[config.mk]
export PLATFORM = sky130hd
export DESIGN_NAME = ata_pio_engine
export DESIGN_NICKNAME = d
export VERILOG_FILES = /design/src/rtl/ata_pio_pkg.sv /design/src/rtl/ata_pio_cfg.sv /design/src/rtl/ata_pio_timing.sv /design/src/rtl/ata_pio_seq.sv /design/src/rtl/ata_pio_engine.sv
export SDC_FILE = /design/constraint.sdc
export NUM_CORES = 1
export LEC_CHECK = 0
export BUFFER_PORTS_ARGS = -buffer_cell sky130_fd_sc_hd__clkbuf_2
export CORE_ASPECT_RATIO = 0.5
export CORE_MARGIN = 3
export CORE_UTILIZATION = 50
export CTS_CLUSTER_DIAMETER = 200
export DETAILED_ROUTE_END_ITERATION = 16
export PLACE_DENSITY = 0.76
export SLEW_MARGIN = 20
export SYNTH_ARGS = -nofsm -noshare
export SYNTH_HDL_FRONTEND = slang
export SYNTH_HIERARCHICAL = 1
export SYNTH_SLANG_ARGS = --single-unit
[constraint.sdc]
create_clock -name clk -period 3.1 [get_ports clk]
set_input_delay 0.93 -clock clk [delete_from_list [all_inputs] [get_ports clk]]
set_output_delay 0.93 -clock clk [all_outputs]
set_load 0.05 [all_outputs]
[src/rtl/ata_pio_pkg.sv]
package ata_pio_pkg;

  localparam int NUM_MODES = 5;

  typedef enum logic [1:0] {
    ST_IDLE,
    ST_SETUP,
    ST_ACTIVE,
    ST_RECOV
  } pio_state_e;

  // Round a nanosecond minimum up to whole clocks of clk_ps picoseconds.
  function automatic int ns_to_clks(input int ns, input int clk_ps);
    return (ns * 1000 + clk_ps - 1) / clk_ps;
  endfunction

  function automatic int cycle_ns(input int m);
    case (m)
      0:       return 600;
      1:       return 383;
      2:       return 240;
      3:       return 180;
      default: return 120;
    endcase
  endfunction

  function automatic int setup_ns(input int m);
    case (m)
      0:       return 70;
      1:       return 50;
      2:       return 30;
      3:       return 30;
      default: return 25;
    endcase
  endfunction

  function automatic int active_ns(input int m);
    case (m)
      0:       return 165;
      1:       return 125;
      2:       return 100;
      3:       return 80;
      default: return 70;
    endcase
  endfunction

endpackage

[src/rtl/ata_pio_cfg.sv]
module ata_pio_cfg #(
  parameter int WLW = 8
) (
  input  logic           clk,
  input  logic           rst_n,
  input  logic           cfg_wr,
  input  logic [2:0]     cfg_mode,
  input  logic [WLW-1:0] cfg_wait_limit,
  output logic [2:0]     mode,
  output logic [WLW-1:0] wait_limit
);

  logic [2:0]     mode_q, mode_d;
  logic [WLW-1:0] limit_q, limit_d;

  always_comb begin
    mode_d  = mode_q;
    limit_d = limit_q;
    if (cfg_wr) begin
      mode_d  = (cfg_mode > 3'd4) ? 3'd4 : cfg_mode;
      limit_d = cfg_wait_limit;
    end
  end

  always_ff @(posedge clk or negedge rst_n) begin
    if (!rst_n) begin
      mode_q  <= 3'd0;
      limit_q <= '1;
    end else if (cfg_wr) begin
      mode_q  <= mode_d;
      limit_q <= limit_d;
    end
  end

  assign mode       = mode_q;
  assign wait_limit = limit_q;

  // the stored mode never leaves the supported range
  p_mode_max_r11: assert property (@(posedge clk) disable iff (!rst_n)
    mode_q <= 3'd4);

endmodule

[src/rtl/ata_pio_timing.sv]
module ata_pio_timing
  import ata_pio_pkg::*;
#(
  parameter int CLK_PS = 4000,
  parameter int CW     = 8
) (
  input  logic [2:0]    mode,
  output logic [CW-1:0] setup_clks,
  output logic [CW-1:0] active_clks,
  output logic [CW-1:0] recov_clks,
  output logic          iordy_en
);

  logic [CW-1:0] s_tab [NUM_MODES];
  logic [CW-1:0] a_tab [NUM_MODES];
  logic [CW-1:0] r_tab [NUM_MODES];

  for (genvar m = 0; m < NUM_MODES; m++) begin : g_mode
    localparam int S  = ns_to_clks(setup_ns(m), CLK_PS);
    localparam int A  = ns_to_clks(active_ns(m), CLK_PS);
    localparam int T  = ns_to_clks(cycle_ns(m), CLK_PS);
    localparam int RR = T - S - A;
    localparam int R  = (RR > 1) ? RR : 1;
    assign s_tab[m] = CW'(S);
    assign a_tab[m] = CW'(A);
    assign r_tab[m] = CW'(R);
  end

  logic [2:0] sel;

  always_comb begin
    sel         = (mode < 3'(NUM_MODES)) ? mode : 3'(NUM_MODES - 1);
    setup_clks  = s_tab[sel];
    active_clks = a_tab[sel];
    recov_clks  = r_tab[sel];
    iordy_en    = (sel >= 3'd3);
  end

endmodule

[src/rtl/ata_pio_seq.sv]
module ata_pio_seq
  import ata_pio_pkg::*;
#(
  parameter int CW  = 8,
  parameter int WLW = 8,
  parameter int DW  = 16
) (
  input  logic           clk,
  input  logic           rst_n,
  input  logic           req_valid,
  input  logic           req_write,
  input  logic [1:0]     req_cs_n,
  input  logic [2:0]     req_da,
  input  logic [DW-1:0]  req_wdata,
  output logic           req_ready,
  input  logic [CW-1:0]  setup_clks,
  input  logic [CW-1:0]  active_clks,
  input  logic [CW-1:0]  recov_clks,
  input  logic           iordy_en,
  input  logic [WLW-1:0] wait_limit,
  input  logic           ata_iordy,
  input  logic [DW-1:0]  ata_dd_in,
  output logic [1:0]     ata_cs_n,
  output logic [2:0]     ata_da,
  output logic           ata_dior_n,
  output logic           ata_diow_n,
  output logic [DW-1:0]  ata_dd_out,
  output logic           ata_dd_oe,
  output logic [DW-1:0]  rdata,
  output logic           done,
  output logic           err
);

  pio_state_e     state_q, state_d;
  logic [CW-1:0]  cnt_q, cnt_d, act_q, act_d, rec_q, rec_d;
  logic [WLW-1:0] wcnt_q, wcnt_d, lim_q, lim_d;
  logic           ext_q, ext_d, wr_q, wr_d, abort_q, abort_d;
  logic [1:0]     cs_q, cs_d;
  logic [2:0]     da_q, da_d;
  logic [DW-1:0]  wdata_q, wdata_d, rdata_q, rdata_d;
  logic           done_q, done_d, err_q, err_d;
  logic           rdy_s1_q, rdy_s2_q;
  logic           leave;

  always_comb begin
    state_d = state_q;  cnt_d = cnt_q;  act_d = act_q;  rec_d = rec_q;
    wcnt_d  = wcnt_q;   lim_d = lim_q;  ext_d = ext_q;  wr_d  = wr_q;
    abort_d = abort_q;  cs_d  = cs_q;   da_d  = da_q;   wdata_d = wdata_q;
    rdata_d = rdata_q;  done_d = 1'b0;  err_d = 1'b0;   leave = 1'b0;
    case (state_q)
      ST_IDLE: if (req_valid) begin
        state_d = ST_SETUP;
        cnt_d   = setup_clks - 1'b1;
        act_d   = active_clks;
        rec_d   = recov_clks;
        ext_d   = iordy_en;
        lim_d   = wait_limit;
        wr_d    = req_write;
        cs_d    = req_cs_n;
        da_d    = req_da;
        wdata_d = req_wdata;
        wcnt_d  = '0;
        abort_d = 1'b0;
      end
      ST_SETUP: begin
        if (cnt_q == '0) begin
          state_d = ST_ACTIVE;
          cnt_d   = act_q - 1'b1;
        end else begin
          cnt_d = cnt_q - 1'b1;
        end
      end
      ST_ACTIVE: begin
        if (cnt_q != '0) begin
          cnt_d = cnt_q - 1'b1;
        end else if (ext_q && !rdy_s2_q) begin
          if (wcnt_q == lim_q) begin
            abort_d = 1'b1;
            leave   = 1'b1;
          end else begin
            wcnt_d = wcnt_q + 1'b1;
          end
        end else begin
          leave = 1'b1;
        end
        if (leave) begin
          state_d = ST_RECOV;
          cnt_d   = rec_q - 1'b1;
          if (!wr_q) rdata_d = ata_dd_in;
        end
      end
      ST_RECOV: begin
        if (cnt_q == '0) begin
          state_d = ST_IDLE;
          done_d  = 1'b1;
          err_d   = abort_q;
        end else begin
          cnt_d = cnt_q - 1'b1;
        end
      end
      default: state_d = ST_IDLE;
    endcase
  end

  always_ff @(posedge clk or negedge rst_n) begin
    if (!rst_n) begin
      state_q <= ST_IDLE;  cnt_q <= '0;  act_q <= '0;  rec_q <= '0;
      wcnt_q  <= '0;       lim_q <= '0;  ext_q <= 1'b0; wr_q <= 1'b0;
      abort_q <= 1'b0;     cs_q  <= 2'b11; da_q <= '0;  wdata_q <= '0;
      rdata_q <= '0;       done_q <= 1'b0; err_q <= 1'b0;
      rdy_s1_q <= 1'b1;    rdy_s2_q <= 1'b1;
    end else begin
      state_q <= state_d;  cnt_q <= cnt_d;  act_q <= act_d;  rec_q <= rec_d;
      wcnt_q  <= wcnt_d;   lim_q <= lim_d;  ext_q <= ext_d;  wr_q  <= wr_d;
      abort_q <= abort_d;  cs_q  <= cs_d;   da_q  <= da_d;   wdata_q <= wdata_d;
      rdata_q <= rdata_d;  done_q <= done_d; err_q <= err_d;
      rdy_s1_q <= ata_iordy;
      rdy_s2_q <= rdy_s1_q;
    end
  end

  assign req_ready  = (state_q == ST_IDLE);
  assign ata_cs_n   = (state_q == ST_IDLE) ? 2'b11 : cs_q;
  assign ata_da     = (state_q == ST_IDLE) ? 3'd0 : da_q;
  assign ata_dior_n = !((state_q == ST_ACTIVE) && !wr_q);
  assign ata_diow_n = !((state_q == ST_ACTIVE) && wr_q);
  assign ata_dd_oe  = (state_q != ST_IDLE) && wr_q;
  assign ata_dd_out = wdata_q;
  assign rdata      = rdata_q;
  assign done       = done_q;
  assign err        = err_q;

  // never both strobes low
  p_strobe_excl_r3: assert property (@(posedge clk) disable iff (!rst_n)
    !(!ata_dior_n && !ata_diow_n));
  // address held for the whole cycle
  p_addr_hold_r2: assert property (@(posedge clk) disable iff (!rst_n)
    (!req_ready && $past(!req_ready)) |-> ($stable(ata_cs_n) && $stable(ata_da)));
  // write strobe only with data driven
  p_wdata_oe_r5: assert property (@(posedge clk) disable iff (!rst_n)
    !ata_diow_n |-> ata_dd_oe);
  // single-clock completion, engine idle at completion
  p_done_pulse_r7: assert property (@(posedge clk) disable iff (!rst_n)
    done |=> !done);
  p_ready_done_r7: assert property (@(posedge clk) disable iff (!rst_n)
    done |-> req_ready);
  // error reported only alongside completion
  p_err_done_r10: assert property (@(posedge clk) disable iff (!rst_n)
    err |-> done);
  // no wait clocks counted in a mode without IORDY
  p_no_wait_slow_r8: assert property (@(posedge clk) disable iff (!rst_n)
    (wcnt_q != '0) |-> ext_q);

endmodule

[src/rtl/ata_pio_engine.sv]
module ata_pio_engine
  import ata_pio_pkg::*;
#(
  parameter int CLK_PS = 4000,
  parameter int WLW    = 8,
  parameter int DW     = 16
) (
  input  logic           clk,
  input  logic           rst_n,
  input  logic           cfg_wr,
  input  logic [2:0]     cfg_mode,
  input  logic [WLW-1:0] cfg_wait_limit,
  input  logic           req_valid,
  output logic           req_ready,
  input  logic           req_write,
  input  logic [1:0]     req_cs_n,
  input  logic [2:0]     req_da,
  input  logic [DW-1:0]  req_wdata,
  output logic           done,
  output logic           err,
  output logic [DW-1:0]  rdata,
  output logic [1:0]     ata_cs_n,
  output logic [2:0]     ata_da,
  output logic           ata_dior_n,
  output logic           ata_diow_n,
  output logic [DW-1:0]  ata_dd_out,
  output logic           ata_dd_oe,
  input  logic [DW-1:0]  ata_dd_in,
  input  logic           ata_iordy
);

  localparam int CW = $clog2(ns_to_clks(cycle_ns(0), CLK_PS) + 1);

  logic           rst_meta_q, rst_sync_q;
  logic [2:0]     mode;
  logic [WLW-1:0] wait_limit;
  logic [CW-1:0]  setup_clks, active_clks, recov_clks;
  logic           iordy_en;

  always_ff @(posedge clk or negedge rst_n) begin
    if (!rst_n) begin
      rst_meta_q <= 1'b0;
      rst_sync_q <= 1'b0;
    end else begin
      rst_meta_q <= 1'b1;
      rst_sync_q <= rst_meta_q;
    end
  end

  ata_pio_cfg #(.WLW(WLW)) u_cfg (
    .clk            (clk),
    .rst_n          (rst_sync_q),
    .cfg_wr         (cfg_wr),
    .cfg_mode       (cfg_mode),
    .cfg_wait_limit (cfg_wait_limit),
    .mode           (mode),
    .wait_limit     (wait_limit)
  );

  ata_pio_timing #(.CLK_PS(CLK_PS), .CW(CW)) u_timing (
    .mode        (mode),
    .setup_clks  (setup_clks),
    .active_clks (active_clks),
    .recov_clks  (recov_clks),
    .iordy_en    (iordy_en)
  );

  ata_pio_seq #(.CW(CW), .WLW(WLW), .DW(DW)) u_seq (
    .clk         (clk),
    .rst_n       (rst_sync_q),
    .req_valid   (req_valid),
    .req_write   (req_write),
    .req_cs_n    (req_cs_n),
    .req_da      (req_da),
    .req_wdata   (req_wdata),
    .req_ready   (req_ready),
    .setup_clks  (setup_clks),
    .active_clks (active_clks),
    .recov_clks  (recov_clks),
    .iordy_en    (iordy_en),
    .wait_limit  (wait_limit),
    .ata_iordy   (ata_iordy),
    .ata_dd_in   (ata_dd_in),
    .ata_cs_n    (ata_cs_n),
    .ata_da      (ata_da),
    .ata_dior_n  (ata_dior_n),
    .ata_diow_n  (ata_diow_n),
    .ata_dd_out  (ata_dd_out),
    .ata_dd_oe   (ata_dd_oe),
    .rdata       (rdata),
    .done        (done),
    .err         (err)
  );

endmodule

==> results.json, run 1 <==
{
  "route.detailed.drc": 0,
  "cts-root-buf": "clkbuf_16",
  "grt_pass1_vias": 3673,
  "post_cts_resized": 0,
  "insertion_delay_ns": 0.35,
  "internal_power_mw": 3.50,
  "path_cells": "inv_1 > ha_1 > or2_2 > clkbuf_2",
  "grt_usage_pct": 20.0,
  "io_pins": 97,
  "fp-row-count": 25,
  "rsz0062_at_grt": "no",
  "worstPathArrival_ns": 1.76,
  "wl_per_cell_um": 16.2,
  "clockBufferDepth": 2,
  "drv_slew": 0,
  "comb_power_share_pct": 49.3,
  "drive_gt1_share_pct": 40.4,
  "dpl.cell_count": 660,
  "p_switching_mw": 2.91,
  "maxSlewHeadroom_pct": 56.9,
  "cts_inserted_buffers": 9,
  "crit_buf_inv": 2,
  "yosys_warnings": 6,
  "hold_violations": 0,
  "timing.final.ws_setup_ns": 0.412,
  "hold_path.class": "reg2async",
  "end_kind": "primary output",
  "cpMaxStageDelayCell": "dfrtp_1",
  "p_clk_share_pct": 16.6,
  "cts_tree": "done",
  "vias_per_cell": 5.37,
  "final_cells": 677,
  "areaGrowthSynthToFinish_pct": 16.7,
  "worstMarginPinSlew_ns": 0.646,
  "seq_area_frac_synth_pct": 49.1,
  "grt_max_degree": 82,
  "outcome": "finished clean",
  "utilization_pct": 61.3,
  "cts-hold-fix-buffers": 0,
  "clock_skew_ns": 0.0128,
  "irDropWorstVdd_mv": 0.631,
  "htreeDepth": 3,
  "antenna_left": 0,
  "initial_utilization_pct": 52.6,
  "drt_iter0_drc": 269,
  "antenna_found_initial": 0,
  "ys_types": 60,
  "cp_top_family": "flip-flops",
  "dr.pass1.iters": 5,
  "synth_flop_cell": "dfrtp_1",
  "core-area_um2": 9670,
  "avgSynthCellArea_um2": 11.4,
  "synthArstFlopShare_pct": 100,
  "fin_tns_setup_ns": 0,
  "die_h_um": 77.3,
  "gp_congestion": 0.935,
  "cp_slowest_stage_delay_ns": 0.40,
  "gr-total-overflow": 0,
  "die_w_um": 149,
  "finalSetupViolCount": 0,
  "final.fill_count": 789,
  "leakage_nw": 2.77,
  "fin_nets": 601,
  "seq_power_share_pct": 34.1,
  "fmax_ghz": 0.372,
  "port_buffers": 96,
  "synth_area_um2": 5080,
  "cts_setup_buffers": 0,
  "die-area_um2": 11500,
  "period_share_pct": 86.7,
  "startpoint_type": "register",
  "dp_hpwl_um": 7880,
  "totalWireLength_um": 10900,
  "worstPathRequired_ns": 2.17,
  "diodes": 0,
  "post-place-ws_ns": 0.368,
  "power_mw": 6.41,
  "critPathMaxFanout": 11,
  "fin_crit_ns": 2.69,
  "synth-seq-cells": 99,
  "syn_inst": 446,
  "clkTransAtPathRegs_ns": 0.07,
  "cts_sinks": 99,
  "netSwitchingFraction_pct": 45.4,
  "vias": 3633,
  "setup.worst_path.class": "reg2out",
  "grt_pass1_wl_um": 18300,
  "power.density_nw_per_um2": 1080,
  "synth_edf_count": 0,
  "drv_cap": 0
}
flip-flops by register name, indices dropped and copies added (netlist names):
signal            flops
u_seq/ata_dd_out     16
u_seq/rdata          16
u_cfg/wait_limit      8
u_seq/act_q           8
u_seq/cnt_q           8
u_seq/lim_q           8
u_seq/rec_q           8
u_seq/wcnt_q          8
u_cfg/mode            3
u_seq/da_q            3
u_seq/cs_q            2
u_seq/state_q         2
rst_meta_q            1
rst_sync_q            1
u_seq/abort_q         1
u_seq/done            1
u_seq/err             1
u_seq/ext_q           1
u_seq/rdy_s1_q        1
u_seq/rdy_s2_q        1
u_seq/wr_q            1
layer usage:
layer / routed length (um) / vias up / global-route usage, %
li1: - / 1743 / -
met1: 5000 / 1753 / 27.1
met2: 5060 / 125 / 31.1
met3: 739 / 12 / 6.38
met4: 138 / 0 / 5.62
met5: 0 / - / 0
stage by stage:
stage	instance area, um^2	hold WS, ns
after floorplan	5100	0.331
after global placement	5620	0.337
after detailed placement	5620	0.336
after CTS	5900	0.344
after global routing	5930	0.314
final	5930	0.279
cells in the final DEF (no fill, tap or decap), types with 13 or more instances in the layout:
master	count
clkbuf_2	96
dfrtp_1	86
mux2_2	67
nand2_1	31
nor2_1	21
xnor2_1	19
inv_1	17
a21oi_1	16
nor3_1	15
o21ai_0	13
synth_stat cells, drive strengths merged, types with 5 or more instances:
| cell type | count | share of area (%) |
|---|---|---|
| mux2 | 73 | 17 |
| nor2b | 6 | 0.89 |
| inv | 18 | 1.3 |
| or3 | 6 | 0.94 |
| dfstp | 12 | 6.2 |
| o21ai | 15 | 1.6 |
| xor2 | 12 | 2.1 |
| nor2 | 23 | 1.8 |
| xnor2 | 19 | 3.3 |
| clkbuf | 5 | 0.37 |
| nor3 | 15 | 1.5 |
| dfrtp | 87 | 43 |
| buf | 23 | 3.1 |
| a21oi | 17 | 1.7 |
| nand3 | 5 | 0.49 |
| ha | 10 | 2.5 |
| nand2 | 32 | 2.4 |
worst reg2reg max path: cells and delay by family (launching register included):
kind	cells	cell delay [ns]
compound gates	2	0.49
buf+inv	1	0.13
flops	1	0.42
fa+ha+maj	1	0.16
simple gates	4	1.38
kinds of logic (layout without fill, tap and decap cells):
logic type               Yosys count  after routing  synth area share (%)
adder cells (fa/ha/maj)           10             10                  2.46
buffers and inverters             46            137                  4.83
flip-flops                        99             99                  49.1
AND/OR/NAND/NOR                  119            119                  12.6
XOR/XNOR                          31             31                  5.34
AO/OA/AOI/OAI                     65             65                  8.77
multiplexers                      74             74                  16.8
other                              2              7                 0.148
layout make-up:
class,count,area [um^2],share of cell area [%]
multi-input combinational,306,2360,39.9
clock buffer,10,229,3.86
sequential,99,2500,42.1
inverter,18,67.6,1.14
tap,135,169,2.85
timing repair buffer,103,553,9.33
clock inverter,6,50.0,0.844
final timing paths:
kind | start | to | slack [ns] | cells after the start
max | u_seq/state_q[0] | ata_cs_n[0] | 0.41 | 4
min | rst_sync_q | u_seq/lim_q[5] | 0.28 | 0
max reg2reg | u_seq/cnt_q[0] | u_seq/wcnt_q[5] | 0.45 | 8
min reg2reg | rst_sync_q | u_seq/lim_q[5] | 0.28 | 0
max in group asynchronous | rst_sync_q | u_seq/cs_q[0] | 2.17 | 1
min in group clk | rst_meta_q | rst_sync_q | 0.35 | 0
power by group through the flow:
stage,sequential (mW),clock [mW],combinational [mW]
after floorplan,2.84,0,1.80
after global placement,2.19,0,3.09
after detailed placement,2.22,0,3.13
after CTS,2.20,1.08,3.14
after global routing,2.26,1.14,3.38
final,2.19,1.06,3.16
Power figures use the tool's default switching activity.
==> run 2, diff against run 1 <==
CORE_MARGIN = 2   (was 3)
==> results.json, run 2 (synthesis gave the netlist of run 1 again) <==
{
  "hold_path.class": "reg2async",
  "initial_utilization_pct": 52.6,
  "clock_skew_ns": 0.00978,
  "wl_met1_um": 4650,
  "fmax_ghz": 0.347,
  "cts_inserted_buffers": 9,
  "grt_pass1_wl_um": 16600,
  "fin_crit_ns": 2.88,
  "timing.final.ws_setup_ns": 0.215,
  "fin_tns_setup_ns": 0,
  "final_cell_mix": "clkbuf_2, dfrtp_1, mux2_2, nand2_1, nor2_1",
  "htreeDepth": 3,
  "cts_tree": "done",
  "core-area_um2": 9670,
  "die-area_um2": 11000,
  "utilization_pct": 61.5,
  "dr.max_layer_used": "met4",
  "cts-root-buf": "clkbuf_16",
  "antenna_left": 0,
  "io_pins": 97,
  "end_kind": "primary output",
  "gr-total-overflow": 0,
  "power_mw": 6.46,
  "areaGrowthSynthToFinish_pct": 17.0,
  "fin_nets": 601,
  "period_share_pct": 93.1,
  "cts_setup_buffers": 0,
  "grt_max_degree": 81,
  "multi_input_area_um2": 2360,
  "worstPathRequired_ns": 2.17,
  "wl_per_cell_um": 15.6,
  "met3WireLength_um": 670,
  "vias_per_cell": 5.32,
  "maxSlewHeadroom_pct": 58.6,
  "final_area_um2": 5950,
  "antenna_found_initial": 0,
  "critPathMaxFanout": 17,
  "grt_usage_pct": 19.4,
  "wl_met2_um": 5060,
  "placed_area_um2": 5640,
  "outcome": "finished clean",
  "irDropWorstVdd_mv": 0.670,
  "rsz0062_at_grt": "no",
  "insertion_delay_ns": 0.35,
  "post_cts_resized": 0,
  "route.detailed.drc": 0,
  "port_buffers": 96,
  "final_common_cell": "clkbuf_2",
  "setup.worst_path.class": "reg2out",
  "finalSetupViolCount": 0,
  "die_h_um": 75.3,
  "gp_congestion": 0.901,
  "worstMarginPinSlew_ns": 0.620,
  "die_w_um": 147,
  "vias": 3604,
  "cts_sinks": 99,
  "post-place-ws_ns": 0.404,
  "clockBufferDepth": 2,
  "startpoint_type": "register",
  "drt_iter0_drc": 301,
  "leakage_nw": 2.78,
  "dr.pass1.iters": 5,
  "worstPathArrival_ns": 1.95,
  "clkTransAtPathRegs_ns": 0.08,
  "hold_violations": 0,
  "final.fill_count": 757,
  "cts-hold-fix-buffers": 0,
  "power.density_nw_per_um2": 1090,
  "drv_cap": 0,
  "dp_hpwl_um": 7490,
  "grt_pass1_vias": 3357,
  "drv_slew": 0,
  "drive_gt1_share_pct": 40.6,
  "regArea_um2": 2500,
  "totalWireLength_um": 10500,
  "diodes": 0,
  "fp-row-count": 25
}
==> run 2: final timing paths <==
| path | from | end | slack [ns] | depth (start not counted) |
|---|---|---|---|---|
| min | rst_sync_q | u_seq/rdata[5] | 0.20 | 0 |
| min reg2reg | rst_sync_q | u_seq/rdata[5] | 0.20 | 0 |
| max reg2reg | u_seq/state_q[0] | u_seq/wcnt_q[7] | 0.51 | 8 |
| max in group asynchronous | rst_sync_q | u_seq/cs_q[0] | 2.18 | 1 |
| min in group clk | rst_meta_q | rst_sync_q | 0.36 | 0 |
| max | u_seq/state_q[0] | ata_cs_n[1] | 0.22 | 5 |
==> run 2: final cells by class <==
cell class              count  area share [%]
flip-flops and latches     99            42.0
multi-input cells         306            39.8
repair buffers            103            9.18
clock buffers               9            3.79
well taps                 135            2.84
clock inverters             7            1.33
inverters                  18            1.14
==> run 2: metrics by stage <==
step | hold WS, ns | std cells
finish | 0.198 | 677
global placement | 0.201 | 661
global route | 0.226 | 677
CTS | 0.208 | 677
detailed placement | 0.198 | 661
floorplan | 0.331 | 451
==> run 2: metal layers <==
layer | track usage [%] | vias to the layer above
li1 | - | 1735
met2 | 32.6 | 117
met3 | 5.45 | 14
met1 | 25.4 | 1738
met5 | 0 | -
met4 | 5.07 | 0
==> run 2: critical path: stages, from the launching register on <==
cell	delay (ns)
dfrtp_1	0.41
inv_1	0.09
ha_1	0.40
buf_4	0.30
or2_2	0.14
clkbuf_2	0.26
==> run 2: power by group <==
| group | switching, mW | internal [mW] |
|---|---|---|
| registers | 0.386 | 1.80 |
| logic | 2.01 | 1.15 |
| clock network | 0.542 | 0.574 |
==> run 3, diff against run 2 <==
SETUP_SLACK_MARGIN = 0.4   (was unset)
SKIP_LAST_GASP = 1   (was unset)
==> results.json, run 3 (synthesis gave the netlist of run 1 again) <==
{
  "core-area_um2": 9670,
  "grt_pass1_vias": 3509,
  "die-area_um2": 11000,
  "final_area_um2": 5990,
  "die_w_um": 147,
  "insertion_delay_ns": 0.34,
  "diodes": 0,
  "grt_pass1_wl_um": 17100,
  "cts_sinks": 99,
  "dpl.cell_count": 661,
  "placed_area_um2": 5640,
  "worstMarginPinSlew_ns": 0.645,
  "initial_utilization_pct": 52.6,
  "clock_skew_ns": 0.00683,
  "final_cell_mix": "clkbuf_2, dfrtp_1, mux2_2, nand2_1, nor2_1",
  "fp-row-count": 25,
  "hold_violations": 0,
  "die_h_um": 75.3,
  "power.density_nw_per_um2": 1090,
  "antenna_left": 0,
  "period_share_pct": 84.7,
  "finalSetupViolCount": 0,
  "rsz0062_at_grt": "no",
  "cts_inserted_buffers": 9,
  "io_pins": 97,
  "netSwitchingFraction_pct": 44.8,
  "drt_iter0_drc": 379,
  "route.detailed.drc": 0,
  "clkTransAtPathRegs_ns": 0.07,
  "drive_gt1_share_pct": 41.2,
  "seq_power_share_pct": 33.6,
  "startpoint_type": "register",
  "end_kind": "primary output",
  "final_common_cell": "clkbuf_2",
  "fin_nets": 603,
  "drv_cap": 0,
  "totalWireLength_um": 10600,
  "grt_usage_pct": 20.0,
  "dp_hpwl_um": 7540,
  "areaGrowthSynthToFinish_pct": 17.8,
  "gp_congestion": 0.894,
  "final_cells": 679,
  "outcome": "finished clean",
  "irDropWorstVdd_mv": 0.634,
  "internal_power_mw": 3.59,
  "port_buffers": 96,
  "drv_slew": 0,
  "clockBufferDepth": 2,
  "cts-root-buf": "clkbuf_16",
  "comb_power_share_pct": 49.8,
  "htreeDepth": 3,
  "vias_per_cell": 5.36,
  "leakage_nw": 2.78,
  "critPathMaxFanout": 18,
  "maxSlewHeadroom_pct": 57.0,
  "final.fill_count": 766,
  "hold_path.class": "reg2async",
  "p_clk_share_pct": 16.5,
  "antenna_found_initial": 0,
  "fmax_ghz": 0.381,
  "fin_tns_setup_ns": 0,
  "cts_tree": "done",
  "gr-total-overflow": 0,
  "wl_per_cell_um": 15.7,
  "fin_crit_ns": 2.63,
  "vias": 3641,
  "p_switching_mw": 2.92,
  "cts-hold-fix-buffers": 0,
  "worstPathArrival_ns": 1.70,
  "setup.worst_path.class": "reg2out",
  "worstPathRequired_ns": 2.17,
  "grt_max_degree": 52,
  "dr.pass1.iters": 4
}
-- run 3: cell types whose count changed in the layout (fill, tap and decap cells not counted), sizes merged --
cell and change:
buf +2, clkbuf +2, clkinv -2, clkinvlp +2
inv -2
-- run 3: power groups by stage --
stage          Combinational (mW)  Clock [mW]  Sequential [mW]
2_1_floorplan                1.80           0             2.84
6_report                     3.24        1.08             2.19
3_3_place_gp                 3.10           0             2.18
3_5_place_dp                 3.13           0             2.21
4_1_cts                      3.22        1.11             2.19
5_1_grt                      3.46        1.16             2.26
-- run 3: layout make-up --
cell class                      instances  area (um^2)  area share (%)
Clock buffer                           11          243            4.06
Clock inverter                          5         46.3           0.773
Inverter                               18         67.6            1.13
Multi-Input combinational cell        306         2380            39.8
Sequential cell                        99         2500            41.7
Tap cell                              135          169            2.82
Timing Repair Buffer                  105          582            9.72
-- run 3: worst paths after layout --
path | start | to | slack (ns) | depth (start not counted)
setup / recovery | u_seq/state_q[1] | ata_cs_n[0] | 0.47 | 5
hold / removal | rst_sync_q | u_seq/lim_q[2] | 0.35 | 0
setup reg to reg | u_seq/cnt_q[0] | u_seq/wcnt_q[7] | 0.57 | 8
hold reg to reg | rst_sync_q | u_seq/lim_q[2] | 0.35 | 0
max in group asynchronous | rst_sync_q | u_cfg/wait_limit[7] | 2.01 | 1
min in group clk | rst_meta_q | rst_sync_q | 0.35 | 0
-- run 3: critical path: stages, from the launching register on --
cell and delay [ns]:
dfrtp_1 0.38, inv_1 0.10, ha_4 0.21, buf_6 0.17, or2_2 0.31, clkbuf_8 0.18
-- run 3: stage by stage --
step | utilization [%] | total power [mW] | hold WS (ns) | worst slack (ns)
after floorplan | - | 4.64 | 0.331 | 0.240
after global placement | 58.4 | 5.28 | 0.332 | 0.462
after detailed placement | 58.4 | 5.34 | 0.337 | 0.398
after CTS | 61.7 | 6.51 | 0.350 | 0.412
after global routing | 61.9 | 6.88 | 0.344 | 0.402
final | 61.9 | 6.51 | 0.348 | 0.473
-- run 3: repair_timing --
| action | in CTS | in global routing |
|---|---|---|
| endpoints found under the setup margin | 5 | 8 |
| resized for setup | 6 | 3 |
| buffers inserted | 1 | 1 |
-- run 3: per-layer routing --
layer | global-route usage (%) | share of wire (%) | vias to the layer above
li1 | - | - | 1735
met1 | 25.4 | 45 | 1765
met2 | 33.8 | 47 | 120
met3 | 5.58 | 6.3 | 21
met4 | 7.12 | 2.0 | 0
met5 | 0 | 0 | -
